===== src/rtl/cap_pkg.sv =====
package cap_pkg;
  typedef struct packed {
    logic       capA;
    logic       capB;
    logic [1:0] clr;
  } capStrobe_t;
endpackage


===== src/rtl/cap_filter.sv =====
module cap_filter (
  input  logic clk,
  input  logic rstN,
  input  logic pin,
  input  logic sampleEn,
  input  logic bypass,
  input  logic fallSel,
  output logic edgePulse
);
  logic [1:0] syncQ;
  logic [2:0] hist;
  logic       lvl;
  logic       update;
  logic       cand;

  always_comb begin
    if (bypass) begin
      update = 1'b1;
      cand   = syncQ[1];
    end else begin
      update = sampleEn && (hist == 3'b111 || hist == 3'b000);
      cand   = hist[0];
    end
  end

  always_ff @(posedge clk or negedge rstN) begin
    if (!rstN) begin
      syncQ     <= '0;
      hist      <= '0;
      lvl       <= 1'b0;
      edgePulse <= 1'b0;
    end else begin
      syncQ <= {syncQ[0], pin};
      if (sampleEn) hist <= {hist[1:0], syncQ[1]};
      if (update) lvl <= cand;
      edgePulse <= update && (cand != lvl) && (cand == !fallSel);
    end
  end
endmodule


===== src/rtl/cap_ctrl.sv =====
module cap_ctrl
  import cap_pkg::*;
#(
  parameter int DIV_MID  = 4,
  parameter int DIV_SLOW = 16
) (
  input  logic       clk,
  input  logic       rstN,
  input  logic [1:0] filtSel,
  input  logic       stopMode,
  input  logic [1:0] edgePulse,
  input  logic       swTrigWe,
  input  logic [1:0] swTrigData,
  input  logic       flagClrWe,
  input  logic [1:0] flagClrData,
  output logic       sampleEn,
  output capStrobe_t strobe
);
  localparam int PRE_W = $clog2(DIV_SLOW);
  logic [PRE_W-1:0] preCnt;

  always_ff @(posedge clk or negedge rstN) begin
    if (!rstN) preCnt <= '0;
    else if (!stopMode) preCnt <= preCnt + 1'b1;
  end

  always_comb begin
    unique case (filtSel)
      2'b01:   sampleEn = !stopMode;
      2'b10:   sampleEn = !stopMode && (preCnt % DIV_MID == DIV_MID - 1);
      2'b11:   sampleEn = !stopMode && (preCnt == PRE_W'(DIV_SLOW - 1));
      default: sampleEn = 1'b0;
    endcase
    strobe.capA = edgePulse[0] || (swTrigWe && swTrigData[0]);
    strobe.capB = edgePulse[1] || (swTrigWe && swTrigData[1]);
    strobe.clr  = flagClrWe ? flagClrData : 2'b00;
  end
endmodule


===== src/rtl/cap_datapath.sv =====
module cap_datapath
  import cap_pkg::*;
#(
  parameter int CNT_W = 16
) (
  input  logic             clk,
  input  logic             rstN,
  input  logic [CNT_W-1:0] timerCount,
  input  capStrobe_t       strobe,
  output logic [CNT_W-1:0] capValA,
  output logic [CNT_W-1:0] capValB,
  output logic [7:0]       capStatus,
  output logic [1:0]       irqReq
);
  logic lastB;
  logic [1:0] capHit;

  assign capHit = {strobe.capB, strobe.capA};

  always_ff @(posedge clk or negedge rstN) begin
    if (!rstN) begin
      capValA <= '0;
      capValB <= '0;
      lastB   <= 1'b0;
    end else begin
      if (strobe.capA) capValA <= timerCount;
      if (strobe.capB) capValB <= timerCount;
      if (strobe.capA || strobe.capB) lastB <= strobe.capB;
    end
  end

  for (genvar i = 0; i < 2; i++) begin : g_flag
    always_ff @(posedge clk or negedge rstN) begin
      if (!rstN) irqReq[i] <= 1'b0;
      else if (capHit[i]) irqReq[i] <= 1'b1;
      else if (strobe.clr[i]) irqReq[i] <= 1'b0;
    end
  end

  assign capStatus = {3'b000, lastB, 2'b00, irqReq};
endmodule


===== src/rtl/dual_capture_unit.sv =====
module dual_capture_unit
  import cap_pkg::*;
#(
  parameter int CNT_W    = 16,
  parameter int DIV_MID  = 4,
  parameter int DIV_SLOW = 16
) (
  input  logic             clk,
  input  logic             rstN,
  input  logic [CNT_W-1:0] timerCount,
  input  logic [1:0]       capPin,
  input  logic [1:0]       edgeSel,
  input  logic [1:0]       filtSel,
  input  logic             stopMode,
  input  logic             swTrigWe,
  input  logic [1:0]       swTrigData,
  input  logic             flagClrWe,
  input  logic [1:0]       flagClrData,
  output logic [CNT_W-1:0] capValA,
  output logic [CNT_W-1:0] capValB,
  output logic [7:0]       capStatus,
  output logic [1:0]       irqReq
);
  logic [1:0] edgePulse;
  logic       sampleEn;
  capStrobe_t strobe;

  for (genvar i = 0; i < 2; i++) begin : g_filt
    cap_filter u_filt (
      .clk(clk), .rstN(rstN), .pin(capPin[i]), .sampleEn(sampleEn),
      .bypass(filtSel == 2'b00), .fallSel(edgeSel[i]), .edgePulse(edgePulse[i])
    );
  end

  cap_ctrl #(.DIV_MID(DIV_MID), .DIV_SLOW(DIV_SLOW)) u_ctrl (
    .clk(clk), .rstN(rstN), .filtSel(filtSel), .stopMode(stopMode),
    .edgePulse(edgePulse), .swTrigWe(swTrigWe), .swTrigData(swTrigData),
    .flagClrWe(flagClrWe), .flagClrData(flagClrData),
    .sampleEn(sampleEn), .strobe(strobe)
  );

  cap_datapath #(.CNT_W(CNT_W)) u_dp (
    .clk(clk), .rstN(rstN), .timerCount(timerCount), .strobe(strobe),
    .capValA(capValA), .capValB(capValB), .capStatus(capStatus), .irqReq(irqReq)
  );
endmodule


===== config.mk =====
export PLATFORM = sky130hd
export DESIGN_NAME = dual_capture_unit
export DESIGN_NICKNAME = d
export VERILOG_FILES = /design/src/rtl/cap_pkg.sv /design/src/rtl/cap_filter.sv /design/src/rtl/cap_ctrl.sv /design/src/rtl/cap_datapath.sv /design/src/rtl/dual_capture_unit.sv
export SDC_FILE = /design/constraint.sdc
export NUM_CORES = 1
export LEC_CHECK = 0
export BUFFER_PORTS_ARGS = -buffer_cell sky130_fd_sc_hd__buf_4
export CAP_MARGIN = 20
export CORE_MARGIN = 5
export CORE_UTILIZATION = 55
export CTS_BUF_LIST = sky130_fd_sc_hd__clkbuf_8
export DETAILED_ROUTE_END_ITERATION = 10
export GPL_TIMING_DRIVEN = 0
export PLACE_DENSITY_LB_ADDON = 0.2
export RECOVER_POWER = 50
export SYNTH_ARGS = -nofsm -noshare
export SYNTH_HDL_FRONTEND = slang
export SYNTH_SLANG_ARGS = --single-unit

===== constraint.sdc =====
create_clock -name clk -period 2.8 [get_ports clk]
set_input_delay 0.28 -clock clk [delete_from_list [all_inputs] [get_ports clk]]
set_output_delay 0.28 -clock clk [all_outputs]
set_load 0.02 [all_outputs]

==> impl_metrics.toml <==
[sta]
final_period_minus_worst_setup_slack_ps = 1920
final-setup-viol-count = 0
rsz0062_at_grt = "false"
report.final.hold_viol_count = 0
timing_max_transition_violations_final = 0
worst_setup_skew_after_layout_ps = 11.0
max_slew.worst_pin.slew_ps = 1240
max_freq_ghz = 0.521
worst_slew_margin_rel_pct = 17.1
setup-tns-final_ps = 0
fin_ws_ps = 880
final_cycle_share_pct = 68.6

[setup_path]
r2r-start = "u_ctrl.preCnt[0]$_DFFE_PN0N_"
crit_path_start_kind = "flip-flop"
worstPathArrival_ps = 2110
crit_chain = "ha_1 > mux2i_1 > a311oi_4 > o21ai_2 > a311o_1"
crit_buf_inv = 0
cpPeakStageDelay_ps = 580
standard_cell_with_the_maximum_stage_delay_on_the_critical_path = "a311oi_4"
critical_path_class = "flip-flop to flip-flop"
setup.worst_path.end_class = "flip-flop"
worst_endpoint_required_time_ps = 2990
critical_path.startpoint = "u_ctrl.preCnt[0]$_DFFE_PN0N_"
critical_path.max_fanout = 10
critical-path-top-delay-family = "compound AO/OA/AOI/OAI gates"

[cts]
cts_num_sinks = 53
cts.path.max_buffers = 2
clock_tree.htree_level_count = 2
numCtsBuffers = 5
clk_transition_reported_paths_ps = 80
cts_post_setup_buffers_inserted = 0
ctsRootBufferMaster = "clkbuf_8"
ctsResizeCount = 0
cts_hold_buf = 0
clk_latency_ps = 310
clock_tree_from_tritoncts = "done"

[finish]
drive_gt1_share_pct = 53.6
area.sequential_um2 = 1330
fin_util_pct = 74.9
design.final.nets = 254
multiInputGateArea_um2 = 736
diodes = 0
areaGrowthSynthToFinish_pct = 30.3
filler_cell_count = 264

[route]
wl_mm = 4.10
vias_per_cell = 5.10
number_of_antenna_violating_nets_in_the_routed_design = 0
drt_iter0_markers = 51
drc = 0
wl_per_cell_um = 15.2
firstDrtPassIters = 4
detailroute.via_count = 1378

[yosys]
synth.ff_latch_count = 53
mappedNetlistArea_um2 = 2120
synth_top_family_by_area = "multiplexers"
post_synth_num_cell_types = 24
synth.avg_cell_area_um2 = 14.7
xor_xnor_portion_of_the_synthesized_cell_area_pct = 1.24
synth_simple_gate_area_share_pct = 6.14
synth-compound-area-share_pct = 4.66
netlist_instances = 144
synth-adder-area-share_pct = 0.590
yosysWarningCount = 0
seq_area_frac_synth_pct = 62.5
muxShareOfSynthArea_pct = 21.2

[global_routing]
grt_pass1_vias = 1450
grt_first_pass_wirelength_mm = 7.04
gr_usage_total_pct = 17.5
grt_max_degree = 54
antenna_found_initial = 0
grt.overflow.total = 0

[die]
row_count = 22
die_width_um = 72.1
dieArea_um2 = 5200
initial_core_util_pct = 57.5
floorplan.die.height_um = 72.1
floorplan.io_pins = 73
core_area_um2 = 3690

[run]
maxCapViolCount = 0

[placed_design]
place_hpwl_mm = 3.11
post_placement_worst_setup_slack_ps = 756
place_congestion = 0.852
buffer_ports.inserted = 67

[status]
run_status = "finished, final reports clean"

[pwr]
vdd.ir_drop.worst_mv = 0.561
leakage_power_of_the_design_nw = 1.28
power_density_nw_per_um2 = 884
totalPowerFinal_mw = 2.44

[worst_hold_path]
worst_hold_path_type = "primary input to flip-flop"
worst_hold_startpoint = "capPin[1]"
[cell families after synthesis]
| family | after synthesis |
|---|---|
| xor+xnor | 3 |
| flops | 53 |
| fa+ha+maj | 1 |
| mux | 40 |
| other cells | 1 |
| compound gates | 11 |
| simple gates | 24 |
| buf+inv | 11 |
[final cells by class]
type                       count  area share [%]
buffer                        11            2.67
tap                           48            2.17
timing repair buffer          67            16.8
clock inverter                 2            1.27
sequential                    53            48.0
multi-input combinational     84            26.6
clock buffer                   5            2.49
[worst register-to-register path: cells and delay by family (launching register included)]
kind	cells	cell delay, ps
compound gates	3	1100
fa+ha+maj	1	190
flops	1	400
mux	1	110
[cells in the mapped netlist]
cell	instances	area [um^2]
a311o_1	2	20.0
or2_2	1	6.26
dfrtp_1	53	1330
nor3_1	2	10.0
and3_1	2	12.5
nand2b_1	1	6.26
nand4b_1	1	8.76
and2_2	2	15.0
buf_2	2	10.0
a22oi_1	2	15.0
or3_1	2	12.5
nor3b_1	2	15.0
a311oi_4	1	26.3
nand2_1	9	33.8
xnor2_1	3	26.3
o21ai_2	2	17.5
mux2i_1	1	10.0
clkbuf_1	1	3.75
mux2_2	39	439
ha_1	1	12.5
nand3_1	2	10.0
buf_4	8	60.1
a21oi_1	4	20.0
conb_1	1	3.75
[through the flow]
stage | area, um^2 | hold WS (ps) | cells
floorplan | 2140 | -15.6 | 148
global placement | 2700 | 334 | 263
detailed placement | 2700 | 338 | 263
CTS | 2800 | 13.3 | 270
global route | 2760 | 88.9 | 270
finish | 2760 | 102 | 270
[placed cells by master (no fill, tap or decap), types with 2 or more instances in the layout]
master    Yosys  final
buf_4         8     62
dfrtp_1      53     53
mux2_2       39     39
clkbuf_1      1     11
nand2_1       9      9
conb_1        1      5
clkbuf_8      0      5
a21oi_1       4      4
xnor2_1       3      3
nor3b_1       2      2
or3_1         2      2
nand3_1       2      2
nor3_1        2      2
and3_1        2      2
o21ai_2       2      2
a22oi_1       2      2
and2_2        2      2
a311o_1       2      2
buf_2         2      2
clkbuf_4      0      2
[flip-flops by register name, summed over array words and instances, names as in the netlist]
signal                   count
u_dp.capValA                16
u_dp.capValB                16
g_filt.u_filt.hist           6
g_filt.u_filt.syncQ          4
u_ctrl.preCnt                4
g_filt.u_filt.edgePulse      2
g_filt.u_filt.lvl            2
u_dp.capStatus               2
u_dp.lastB                   1
[path summary, 6_finish.rpt]
path / depth (start not counted) / end / slack (ps)
setup / recovery: 5 / g_filt[1].u_filt.lvl$_DFFE_PN0P_ / 880
hold / removal: 1 / g_filt[1].u_filt.syncQ[0]$_DFF_PN0_ / 100
setup reg to reg: 5 / g_filt[1].u_filt.lvl$_DFFE_PN0P_ / 880
hold reg to reg: 0 / g_filt[0].u_filt.syncQ[1]$_DFF_PN0_ / 360
max in group asynchronous: 1 / u_dp.capValB[14]$_DFFE_PN0P_ / 1810
min in group asynchronous: 1 / u_dp.capValA[7]$_DFFE_PN0P_ / 230
[layer usage]
layer	GRT usage [%]	wire, um	up-vias
li1	-	-	649
met2	27.9	2040	49
met3	4.85	320	8
met4	6.89	62	0
met1	22.7	1670	672
met5	0	0	-
[where the power goes]
| part | switching, mW | leakage (nW) | internal (mW) | total (mW) |
|---|---|---|---|---|
| Clock | 0.226 | 0.0540 | 0.260 | 0.486 |
| Sequential | 0.145 | 0.623 | 0.988 | 1.13 |
| Combinational | 0.416 | 0.607 | 0.407 | 0.823 |
| Total | 0.787 | 1.28 | 1.65 | 2.44 |
Power figures use the tool's default switching activity.
